$ cat config.mk
export PLATFORM = sky130hd
export DESIGN_NAME = ptp_time_counter
export DESIGN_NICKNAME = d
export VERILOG_FILES = /design/src/rtl/ptc_pkg.sv /design/src/rtl/ptc_regs.sv /design/src/rtl/ptc_frac_acc.sv /design/src/rtl/ptc_time_core.sv /design/src/rtl/ptp_time_counter.sv
export SDC_FILE = /design/constraint.sdc
export NUM_CORES = 1
export LEC_CHECK = 0
export BUFFER_PORTS_ARGS = -buffer_cell sky130_fd_sc_hd__buf_2
export CAP_MARGIN = 20
export CORE_MARGIN = 1
export CORE_UTILIZATION = 58
export CTS_BUF_LIST = sky130_fd_sc_hd__clkbuf_4
export DETAILED_ROUTE_END_ITERATION = 10
export GPL_TIMING_DRIVEN = 0
export MAX_ROUTING_LAYER = met4
export PLACE_DENSITY = 0.89
export SLEW_MARGIN = 10
export SYNTH_ARGS = -nofsm -noshare
export SYNTH_HDL_FRONTEND = slang
export SYNTH_SLANG_ARGS = --single-unit
export TNS_END_PERCENT = 1
$ cat constraint.sdc
create_clock -name clk -period 11.35 [get_ports clk]
set_input_delay 0.5675 -clock clk [delete_from_list [all_inputs] [get_ports clk]]
set_output_delay 0.5675 -clock clk [all_outputs]
set_load 0.01 [all_outputs]
$ cat src/rtl/ptc_pkg.sv
// Shared constants, register addresses and operation codes for the
// time-of-day counter. Assumes 16-bit register halves.
package ptc_pkg;
    localparam int SEC_W        = 32;
    localparam int NS_W         = 30;
    localparam int HALF_W       = 16;
    localparam int ADDR_W       = 4;
    localparam int FRAC_W       = 32;
    localparam int INC_W        = 3;
    localparam int NOM_INC      = 4;
    localparam int STEP_SEC_MAX = 15;
    localparam int NS_HI_W      = NS_W - HALF_W;
    localparam logic [31:0] NS_PER_SEC = 32'd1_000_000_000;

    localparam logic [ADDR_W-1:0] A_SET_SEC_HI  = 4'd0;
    localparam logic [ADDR_W-1:0] A_SET_SEC_LO  = 4'd1;
    localparam logic [ADDR_W-1:0] A_SET_NS_HI   = 4'd2;
    localparam logic [ADDR_W-1:0] A_SET_NS_LO   = 4'd3;
    localparam logic [ADDR_W-1:0] A_RATE_HI     = 4'd4;
    localparam logic [ADDR_W-1:0] A_RATE_LO     = 4'd5;
    localparam logic [ADDR_W-1:0] A_STEP_HI     = 4'd6;
    localparam logic [ADDR_W-1:0] A_STEP_LO     = 4'd7;
    localparam logic [ADDR_W-1:0] A_SNAP_SEC_HI = 4'd8;
    localparam logic [ADDR_W-1:0] A_SNAP_SEC_LO = 4'd9;
    localparam logic [ADDR_W-1:0] A_SNAP_NS_HI  = 4'd10;
    localparam logic [ADDR_W-1:0] A_SNAP_NS_LO  = 4'd11;

    typedef enum logic [2:0] {
        OP_NONE     = 3'd0,
        OP_LOAD     = 3'd1,
        OP_SNAP     = 3'd2,
        OP_RATE     = 3'd3,
        OP_STEP_SEC = 3'd4,
        OP_STEP_NS  = 3'd5
    } op_e;
endpackage

$ cat src/rtl/ptc_regs.sv
// Staging registers, snapshot registers and read mux.
// Assumes one write per cycle; reads are combinational.
module ptc_regs
    import ptc_pkg::*;
(
    input  logic              clk,
    input  logic              rst_n,
    input  logic              wr_en,
    input  logic [ADDR_W-1:0] wr_addr,
    input  logic [HALF_W-1:0] wr_data,
    input  logic [ADDR_W-1:0] rd_addr,
    output logic [HALF_W-1:0] rd_data,
    input  logic              snap_take,
    input  logic [SEC_W-1:0]  live_sec,
    input  logic [NS_W-1:0]   live_ns,
    output logic [SEC_W-1:0]  set_sec,
    output logic [NS_W-1:0]   set_ns,
    output logic              rate_fast,
    output logic [NS_W-1:0]   rate_mag,
    output logic              step_up,
    output logic [NS_W-1:0]   step_mag,
    output logic [SEC_W-1:0]  snap_sec,
    output logic [NS_W-1:0]   snap_ns
);
    localparam int PAD_DIR = HALF_W - 1 - NS_HI_W;
    localparam int PAD_NS  = HALF_W - NS_HI_W;

    logic unused_wr_bits;
    assign unused_wr_bits = &{1'b0, wr_data[HALF_W-2:NS_HI_W]};

    // Staging register writes
    always_ff @(posedge clk) begin
        if (!rst_n) begin
            set_sec   <= '0;
            set_ns    <= '0;
            rate_fast <= 1'b0;
            rate_mag  <= '0;
            step_up   <= 1'b0;
            step_mag  <= '0;
        end else if (wr_en) begin
            case (wr_addr)
                A_SET_SEC_HI: set_sec[SEC_W-1:HALF_W] <= wr_data[SEC_W-HALF_W-1:0];
                A_SET_SEC_LO: set_sec[HALF_W-1:0]     <= wr_data;
                A_SET_NS_HI:  set_ns[NS_W-1:HALF_W]   <= wr_data[NS_HI_W-1:0];
                A_SET_NS_LO:  set_ns[HALF_W-1:0]      <= wr_data;
                A_RATE_HI: begin
                    rate_fast               <= wr_data[HALF_W-1];
                    rate_mag[NS_W-1:HALF_W] <= wr_data[NS_HI_W-1:0];
                end
                A_RATE_LO:    rate_mag[HALF_W-1:0]    <= wr_data;
                A_STEP_HI: begin
                    step_up                 <= wr_data[HALF_W-1];
                    step_mag[NS_W-1:HALF_W] <= wr_data[NS_HI_W-1:0];
                end
                A_STEP_LO:    step_mag[HALF_W-1:0]    <= wr_data;
                default: ;
            endcase
        end
    end

    // Snapshot capture of the live time
    always_ff @(posedge clk) begin
        if (!rst_n) begin
            snap_sec <= '0;
            snap_ns  <= '0;
        end else if (snap_take) begin
            snap_sec <= live_sec;
            snap_ns  <= live_ns;
        end
    end

    // Read mux
    always_comb begin
        rd_data = '0;
        case (rd_addr)
            A_SET_SEC_HI:  rd_data = set_sec[SEC_W-1:HALF_W];
            A_SET_SEC_LO:  rd_data = set_sec[HALF_W-1:0];
            A_SET_NS_HI:   rd_data = {{PAD_NS{1'b0}}, set_ns[NS_W-1:HALF_W]};
            A_SET_NS_LO:   rd_data = set_ns[HALF_W-1:0];
            A_RATE_HI:     rd_data = {rate_fast, {PAD_DIR{1'b0}}, rate_mag[NS_W-1:HALF_W]};
            A_RATE_LO:     rd_data = rate_mag[HALF_W-1:0];
            A_STEP_HI:     rd_data = {step_up, {PAD_DIR{1'b0}}, step_mag[NS_W-1:HALF_W]};
            A_STEP_LO:     rd_data = step_mag[HALF_W-1:0];
            A_SNAP_SEC_HI: rd_data = snap_sec[SEC_W-1:HALF_W];
            A_SNAP_SEC_LO: rd_data = snap_sec[HALF_W-1:0];
            A_SNAP_NS_HI:  rd_data = {{PAD_NS{1'b0}}, snap_ns[NS_W-1:HALF_W]};
            A_SNAP_NS_LO:  rd_data = snap_ns[HALF_W-1:0];
            default:       rd_data = '0;
        endcase
    end
endmodule

$ cat src/rtl/ptc_frac_acc.sv
// Fractional rate accumulator: holds the active trim and yields this
// cycle's nanosecond increment (nominal, +1 on overflow, -1 on underflow).
// Assumes the trim magnitude is below 2^30, so the increment is 3..5.
module ptc_frac_acc
    import ptc_pkg::*;
(
    input  logic             clk,
    input  logic             rst_n,
    input  logic             rate_take,
    input  logic             rate_fast_in,
    input  logic [NS_W-1:0]  rate_mag_in,
    output logic [NS_W-1:0]  act_mag,
    output logic [INC_W-1:0] ns_inc
);
    logic              act_fast;
    logic [FRAC_W-1:0] frac_q;
    logic [FRAC_W:0]   sum;
    logic [FRAC_W:0]   diff;
    logic              carry;
    logic              borrow;

    // Carry and borrow out of the fraction for this cycle
    always_comb begin
        sum    = {1'b0, frac_q} + (FRAC_W+1)'(act_mag);
        diff   = {1'b0, frac_q} - (FRAC_W+1)'(act_mag);
        carry  = act_fast & sum[FRAC_W];
        borrow = ~act_fast & diff[FRAC_W];
        ns_inc = INC_W'(NOM_INC) + INC_W'(carry) - INC_W'(borrow);
    end

    // Active trim register and fraction update
    always_ff @(posedge clk) begin
        if (!rst_n) begin
            act_fast <= 1'b0;
            act_mag  <= '0;
            frac_q   <= '0;
        end else begin
            frac_q <= act_fast ? sum[FRAC_W-1:0] : diff[FRAC_W-1:0];
            if (rate_take) begin
                act_fast <= rate_fast_in;
                act_mag  <= rate_mag_in;
            end
        end
    end
endmodule

$ cat src/rtl/ptc_time_core.sv
// Seconds/nanoseconds registers: tick, wrap, load and both steps.
// Assumes at most one command per cycle and loaded nanoseconds < 1e9.
module ptc_time_core
    import ptc_pkg::*;
(
    input  logic             clk,
    input  logic             rst_n,
    input  logic             do_load,
    input  logic             do_step_sec,
    input  logic             do_step_ns,
    input  logic [SEC_W-1:0] set_sec,
    input  logic [NS_W-1:0]  set_ns,
    input  logic             step_up,
    input  logic [NS_W-1:0]  step_mag,
    input  logic [INC_W-1:0] ns_inc,
    output logic [SEC_W-1:0] sec_q,
    output logic [NS_W-1:0]  ns_q
);
    localparam logic [31:0] TWO_SEC = NS_PER_SEC + NS_PER_SEC;

    logic [31:0]      ns_sum;
    logic [31:0]      ns_fold;
    logic [1:0]       sec_carry;
    logic [SEC_W-1:0] sec_mag;
    logic [SEC_W-1:0] sec_base;
    logic [SEC_W-1:0] sec_next;

    // Next-time arithmetic: tick plus optional offset, folded at 1e9
    always_comb begin
        ns_sum = 32'(ns_q) + 32'(ns_inc) + (do_step_ns ? 32'(step_mag) : 32'd0);
        if (ns_sum >= TWO_SEC) begin
            ns_fold   = ns_sum - TWO_SEC;
            sec_carry = 2'd2;
        end else if (ns_sum >= NS_PER_SEC) begin
            ns_fold   = ns_sum - NS_PER_SEC;
            sec_carry = 2'd1;
        end else begin
            ns_fold   = ns_sum;
            sec_carry = 2'd0;
        end
        sec_mag  = (step_mag > NS_W'(STEP_SEC_MAX)) ? SEC_W'(STEP_SEC_MAX) : SEC_W'(step_mag);
        sec_base = sec_q + SEC_W'(sec_carry);
        if (do_step_sec)
            sec_next = step_up ? sec_base + sec_mag : sec_base - sec_mag;
        else
            sec_next = sec_base;
    end

    // Time registers
    always_ff @(posedge clk) begin
        if (!rst_n) begin
            sec_q <= '0;
            ns_q  <= '0;
        end else if (do_load) begin
            sec_q <= set_sec;
            ns_q  <= set_ns;
        end else begin
            sec_q <= sec_next;
            ns_q  <= NS_W'(ns_fold);
        end
    end
endmodule

$ cat src/rtl/ptp_time_counter.sv
// Top of the time-of-day counter: decodes the command strobe and ties the
// register block, rate accumulator and time core together.
module ptp_time_counter
    import ptc_pkg::*;
(
    input  logic              clk,
    input  logic              rst_n,
    input  logic              reg_wr_en,
    input  logic [ADDR_W-1:0] reg_wr_addr,
    input  logic [HALF_W-1:0] reg_wr_data,
    input  logic [ADDR_W-1:0] reg_rd_addr,
    output logic [HALF_W-1:0] reg_rd_data,
    input  logic              cmd_strobe,
    input  logic [2:0]        cmd_code,
    output logic [SEC_W-1:0]  tod_sec,
    output logic [NS_W-1:0]   tod_ns
);
    logic             do_load, do_snap, do_rate, do_ssec, do_sns;
    logic [SEC_W-1:0] set_sec, snap_sec;
    logic [NS_W-1:0]  set_ns, snap_ns, rate_mag, step_mag, act_mag;
    logic             rate_fast, step_up;
    logic [INC_W-1:0] ns_inc;

    // Command decode
    always_comb begin
        do_load = cmd_strobe && (cmd_code == OP_LOAD);
        do_snap = cmd_strobe && (cmd_code == OP_SNAP);
        do_rate = cmd_strobe && (cmd_code == OP_RATE);
        do_ssec = cmd_strobe && (cmd_code == OP_STEP_SEC);
        do_sns  = cmd_strobe && (cmd_code == OP_STEP_NS);
    end

    ptc_regs u_regs (
        .clk(clk), .rst_n(rst_n),
        .wr_en(reg_wr_en), .wr_addr(reg_wr_addr), .wr_data(reg_wr_data),
        .rd_addr(reg_rd_addr), .rd_data(reg_rd_data),
        .snap_take(do_snap), .live_sec(tod_sec), .live_ns(tod_ns),
        .set_sec(set_sec), .set_ns(set_ns),
        .rate_fast(rate_fast), .rate_mag(rate_mag),
        .step_up(step_up), .step_mag(step_mag),
        .snap_sec(snap_sec), .snap_ns(snap_ns)
    );

    ptc_frac_acc u_acc (
        .clk(clk), .rst_n(rst_n),
        .rate_take(do_rate), .rate_fast_in(rate_fast), .rate_mag_in(rate_mag),
        .act_mag(act_mag), .ns_inc(ns_inc)
    );

    ptc_time_core u_core (
        .clk(clk), .rst_n(rst_n),
        .do_load(do_load), .do_step_sec(do_ssec), .do_step_ns(do_sns),
        .set_sec(set_sec), .set_ns(set_ns),
        .step_up(step_up), .step_mag(step_mag), .ns_inc(ns_inc),
        .sec_q(tod_sec), .ns_q(tod_ns)
    );
endmodule

==> metrics, run 1 <==
final net count=3115; pwr dens=143.5 mW/mm^2; Rel. slew slack=13.06%; # hold bufs at CTS=0; gpl congestion=1.133; post-route insts no fill=3447; commonest non-fill, non-tap cell in the layout=nand2_1; EDFF count, synth=0; DR DRC count=0; flops & latches, synth=311; Synth async-reset ratio=0%; Unique masters post-synth=92; Std-Cell Rows=68; share of layout cells above drive strength 1=12.54%; Die Ht=190.6 um; cells after synthesis=2714; number of CTS-inserted buffers=83; vias per inst=6.629; sequential-to-total area share from yosys stat=30.18%; Post-Place Worst Slack=-2222 ps; Initial Utilization=59.28%; Max Root-Sink Buffers=3; Synth Warn #=0; final wirelength=between 80000 and 90000 um; IO Pins=109; Max Freq=between 90 and 100 MHz; wire per inst=about 26 um; CTS HTree Levels=3; Worst Path Required=~12000 ps; placed instance area=0.02167 sq mm; top post-synthesis cells by area=dfxtp_1 (30%), ha_1 (9.3%), nand2_1 (8.3%); worst vdd ir=0.0001424 V; largest net degree at the start of global routing=11; final setup vio count=0; # placed instances=about 3300; Worst setup SP type=flop; Design Area, Final=0.02352 sq mm; Max-Cap Viols=0; vias in the first global route=20640; syn nets=2906; clock sinks=311; Crit path largest cell delay=440 ps; CP arrival=about 12000 ps; Worst-Skew Late Latency=about 770 ps; Post-synth top flop=dfxtp_1; hold crit path type=in -> reg; First-pass DRT Iterations=10; GRT Total Usage=48.58%; die area=0.03632 sq mm; most area-hungry cell type in the Yosys netlist=dfxtp_1; initial DRC count=2745; CTS tree=done; DP HPWL=66460 um; first-pass GRT wire length=roughly 130000 um; Die X=190.6 um; clock root buffer=clkbuf_4; register clock-pin slew on the reported worst setup and hold paths=70 ps; area occupied by multi-input gates=0.01381 sq mm; actual slew at the worst max-slew pin=1301 ps; crit path kind=reg -> reg; Final Critical Period=11080 ps; Mapped Avg Cell Area=7.600 sq um; post-route ant nets=0; final setup margin=~270 ps; Worst setup EP type=flop; CP max-delay cell=o41a_1; Leak=0.009848 uW; Fin. Hold Viols=0; Slew Limit Fails=0; vias=approximately 23000; Synth-to-Final Area Change=14.04%; initial antenna violation count=7; status=finished clean; share of the synthesized area in the top cell type=30.18%; global route overflow=0; Mapped Area=0.02063 sq mm; port bufs=90; most frequent cells in the layout=nand2_1 (453), dfxtp_1 (309), a21oi_1 (304); final period utilization=97.65%; worst clock skew=43.66 ps; Seq. cell area=between 0.006 and 0.007 sq mm; total core area=0.03480 sq mm; Fill cells=roughly 3000; critical path peak fanout=6
==> logic make-up after synthesis <==
kind of cell | Yosys count | synth area share [%]
AO/OA/AOI/OAI | 753 | 23.84
XOR/XNOR | 112 | 4.792
adder cells (fa/ha/maj) | 163 | 10.15
buffers and inverters | 283 | 5.295
flip-flops | 311 | 30.18
multiplexers | 78 | 3.797
AND/OR/NAND/NOR | 1014 | 21.93
==> where the power goes <==
group | internal [uW] | switching, uW
Sequential | 1150 | 59.3
Combinational | 448 | 681
Clock | 534 | 501
Total | 2130 | 1240
==> synthesized netlist by cell type (all sizes together) (15+ instances only) <==
cell / count
a22o: 45
o211ai: 19
nand2: 455
and2: 48
xnor2: 78
a31oi: 17
a311oi: 17
a21o: 35
nor3: 44
ha: 153
nand2b: 26
o21ai: 101
buf: 17
a21oi: 314
xor2: 34
nand4: 23
nor2: 246
inv: 121
clkbuf: 145
a221oi: 46
nand3: 69
dfxtp: 311
mux2i: 76
o21bai: 17
or3: 25
and3: 15
a211oi: 25
==> layer usage <==
| metal | up-vias | GRT usage [%] | wire [um] |
|---|---|---|---|
| li1 | 10080 | - | - |
| met1 | 10740 | 60.12 | 33490 |
| met2 | 1656 | 70.92 | 37120 |
| met3 | 373 | 15.03 | 12050 |
| met4 | 0 | 24.71 | 5246 |
| met5 | - | - | 0 |
==> final timing paths <==
check                                  startpoint                              end  slack, ps  cells past startpoint
setup / recovery    u_acc.act_mag[0]$_SDFFE_PN0P_      u_core.sec_q[27]$_SDFF_PN0_        270                     53
hold / removal                    reg_wr_data[15]   u_regs.set_ns[15]$_SDFFE_PN0P_        130                      3
setup reg to reg    u_acc.act_mag[0]$_SDFFE_PN0P_      u_core.sec_q[27]$_SDFF_PN0_        270                     53
hold reg to reg   u_regs.snap_sec[4]$_SDFFE_PN0P_  u_regs.snap_sec[4]$_SDFFE_PN0P_        470                      2
==> repair_timing <==
item / CTS / global route
pin swaps: 35 / 44
cloned: 0 / 0
hold endpoints to repair: 0 / 0
resized for setup: 68 / 48
buffers inserted: 18 / 16
endpoints found under the setup margin: 26 / 20
==> critical path: cells and delay by family (launching register included) <==
family / cells / cell delay [ps]
simple gates: 9 / 1430
xor+xnor: 2 / 430
flops: 1 / 360
fa+ha+maj: 11 / 3190
compound gates: 25 / 5070
buf+inv: 6 / 480
==> stage by stage <==
stage	setup TNS, ps	util [%]	total power (uW)	hold WS (ps)
after floorplan	0	-	1991	436.0
after global placement	-27670	62.21	2219	450.8
after detailed placement	-34770	62.27	2249	453.1
after CTS	-3.609	66.59	3289	91.78
after global routing	-582.5	67.58	3526	131.3
final	0	67.60	3374	125.5
==> flip-flops by register name, indices dropped and copies added, names as in the netlist <==
signal            count
u_regs.step_mag      30
u_regs.set_sec       32
u_regs.set_ns        30
u_acc.act_mag        30
u_regs.step_up        1
u_regs.snap_sec      32
u_acc.frac_q         32
u_regs.rate_fast      1
u_acc.act_fast        1
u_core.sec_q         32
u_regs.snap_ns       30
u_core.ns_q          30
u_regs.rate_mag      30
==> final cells by class <==
cell class / instances / area share, %
Antenna cell: 9 / 0.09574
Clock inverter: 31 / 0.8511
Buffer: 161 / 2.729
Inverter: 121 / 1.963
Tap cell: 455 / 2.420
Timing Repair Buffer: 125 / 3.101
Multi-Input combinational cell: 2120 / 58.72
Sequential cell: 311 / 26.48
Clock buffer: 114 / 3.638
No activity file was read; power rests on OpenSTA's default activity.
==> inputs of run 2 (changes only) <==
Settings changed: CORE_ASPECT_RATIO set to 1.1.
==> run 2 against run 1 <==
Sequential cell count unchanged; total power grew 1.8%; register-to-register slack worse by 120 ps; utilization fell by 0.65 points; highest routed layer unchanged.
==> metrics, run 2 (synthesis results as in run 1) <==
status=finished clean; CP top delay family=compound AO/OA/AOI/OAI gates; crit path kind=reg -> reg; final wirelength=86800 um (-1.3%); Sw Ratio=36.72% (-0.084 points); Crit path largest cell delay=750 ps (+310 ps); worst hold slack=141.9 ps (+16.38 ps); Slew Limit Fails=0 (unchanged); # hold bufs at CTS=0 (unchanged); GRT busiest layer=met2; Synth-to-Final Area Change=14.03% (about the same); clock sinks=311 (unchanged); Worst setup SP type=flop; number of CTS-inserted buffers=82 (-1.2%); critical path peak fanout=10 (+4); pwr dens=146.1 mW/mm^2 (+1.9%); commonest non-fill, non-tap cell in the layout=nand2_1; DP HPWL=65960 um (-0.76%); Die X=181.8 um (-4.6%); Crit. Startpoint=u_acc.act_mag[13]$_SDFFE_PN0P_; wire per inst=25.29 um (-0.85%); Switch Pwr=1262 uW (+1.6%); First-pass DRT Iterations=7 (-3); Hold Crit Start=reg_wr_data[15]; clock root buffer=clkbuf_4; worst flop-to-flop path startpoint=u_acc.act_mag[13]$_SDFFE_PN0P_; Comb pwr share=33.4% (about the same); WP buf/inv=8 (+2); Fin. Hold Viols=0 (unchanged); CP arrival=11840 ps (+120 ps); internal power=2175 uW (+2.0%); GRT Total Usage=47.85% (-0.72 points); initial antenna violation count=4 (-3); most frequent cells in the layout=nand2_1 (453), dfxtp_1 (309), a21oi_1 (303); Min-Delay Path Depth=3 (unchanged); worst clock skew=66.15 ps (+22.49 ps); share of layout cells above drive strength 1=12.86% (+0.33 points); Worst setup EP type=flop; Worst Path Required=11990 ps (about the same); Worst-Skew Late Latency=810 ps (+40 ps); CTS tree=done; final net count=3117 (+0.064%); CTS HTree Levels=3 (unchanged); actual slew at the worst max-slew pin=1211 ps (-90.72 ps); hold crit path type=in -> reg; vias in the first global route=21100 (+2.2%); port bufs=90 (unchanged); DR DRC count=0 (unchanged); met1 usage=55.86% (-4.3 points); Max Root-Sink Buffers=3 (unchanged); Rel. slew slack=19.30% (+6.2 points); first-pass GRT wire length=126000 um (-0.90%); Final Critical Period=11200 ps (+115.8 ps); worst vdd ir=0.0001311 V (-8.0%); Initial Utilization=58.71% (-0.57 points); final setup vio count=0 (unchanged); R2R depth=48 (-9.4%); final period utilization=98.67% (+1.0 points); die area=0.03632 sq mm (about the same); routing usage on met3=10.16% (-4.9 points); setup TNS=0 ps (unchanged); gpl congestion=1.078 (-4.9%); met2 Use GR=74.74% (+3.8 points); Crit path depth=48 (-9.4%); initial DRC count=2699 (-1.7%); register clock-pin slew on the reported worst setup and hold paths=70 ps (about the same); Max Freq=89.29 MHz (-1.0%); vias per inst=6.591 (-0.58%); CP max-delay cell=nor4_1; Leak=0.009857 uW (about the same); Fill cells=2986 (+0.84%); clock share of power=31.5% (+0.8 points); total core area=0.03513 sq mm (+0.96%); post-route ant nets=0 (unchanged); sequential power share=35.1% (-0.8 points); Max-Cap Viols=0 (unchanged); Die Ht=199.8 um (+4.8%); Std-Cell Rows=72 (+5.9%); global route overflow=0 (unchanged); largest net degree at the start of global routing=13 (+2); vias=22630 (-0.98%); IO Pins=109 (unchanged)
==> run 2: area by class of cell <==
class | instances | area [sq um] | share of cell area, %
inverters | 121 | 466.7 | 1.984
clock buffers | 117 | 878.3 | 3.734
repair buffers | 129 | 735.7 | 3.128
diodes | 4 | 10.01 | 0.04256
plain buffers | 160 | 638.1 | 2.713
well taps | 444 | 555.5 | 2.362
flip-flops and latches | 311 | 6228 | 26.48
clock inverters | 27 | 222.7 | 0.9469
multi-input cells | 2120 | 13790 | 58.61
==> run 2: path summary, 6_finish.rpt <==
kind	slack [ps]	to
worst max-delay path	150	u_core.sec_q[31]$_SDFF_PN0_
worst min-delay path	140	u_regs.set_ns[15]$_SDFFE_PN0P_
worst min register to register	470	u_regs.snap_ns[24]$_SDFFE_PN0P_
worst max register to register	150	u_core.sec_q[31]$_SDFF_PN0_
==> run 2: through the flow <==
step,worst slack (ps),power [uW],area [sq um],utilization [%],instances
4_1_cts,7.356,3346,23190,66.02,3415
5_1_grt,-95.37,3596,23520,66.93,3431
2_1_floorplan,811.5,1991,20630,-,2714
3_5_place_dp,-2111,2257,21660,61.66,3250
3_3_place_gp,-2018,2222,21630,61.57,3248
6_report,150.5,3437,23520,66.95,3433
==> run 2: per-layer routing <==
layer  routed length [um]  vias up
met1                31870    10630
met2                38750     1510
met4                 6514        0
met3                 9670      424
met5                    0        -
li1                     -    10060
==> run 2: tightest hold or removal path, delay by kind of cell <==
kind	cells	cell delay, ps
compound gates	1	50
buf+inv	1	170
simple gates	1	80
==> run 2: power groups by stage <==
stage	registers, uW	clock network, uW	logic (uW)
5_1_grt	1210	1140	1250
2_1_floorplan	1210	0	777
6_report	1210	1080	1150
4_1_cts	1200	1070	1070
3_5_place_dp	1230	0	1030
3_3_place_gp	1220	0	998
==> run 2: repair_timing <==
item	4_1_cts	5_1_grt
gates resized for setup	64	51
endpoints found under the setup margin	26	20
buffers inserted	22	14
pin swaps	32	43
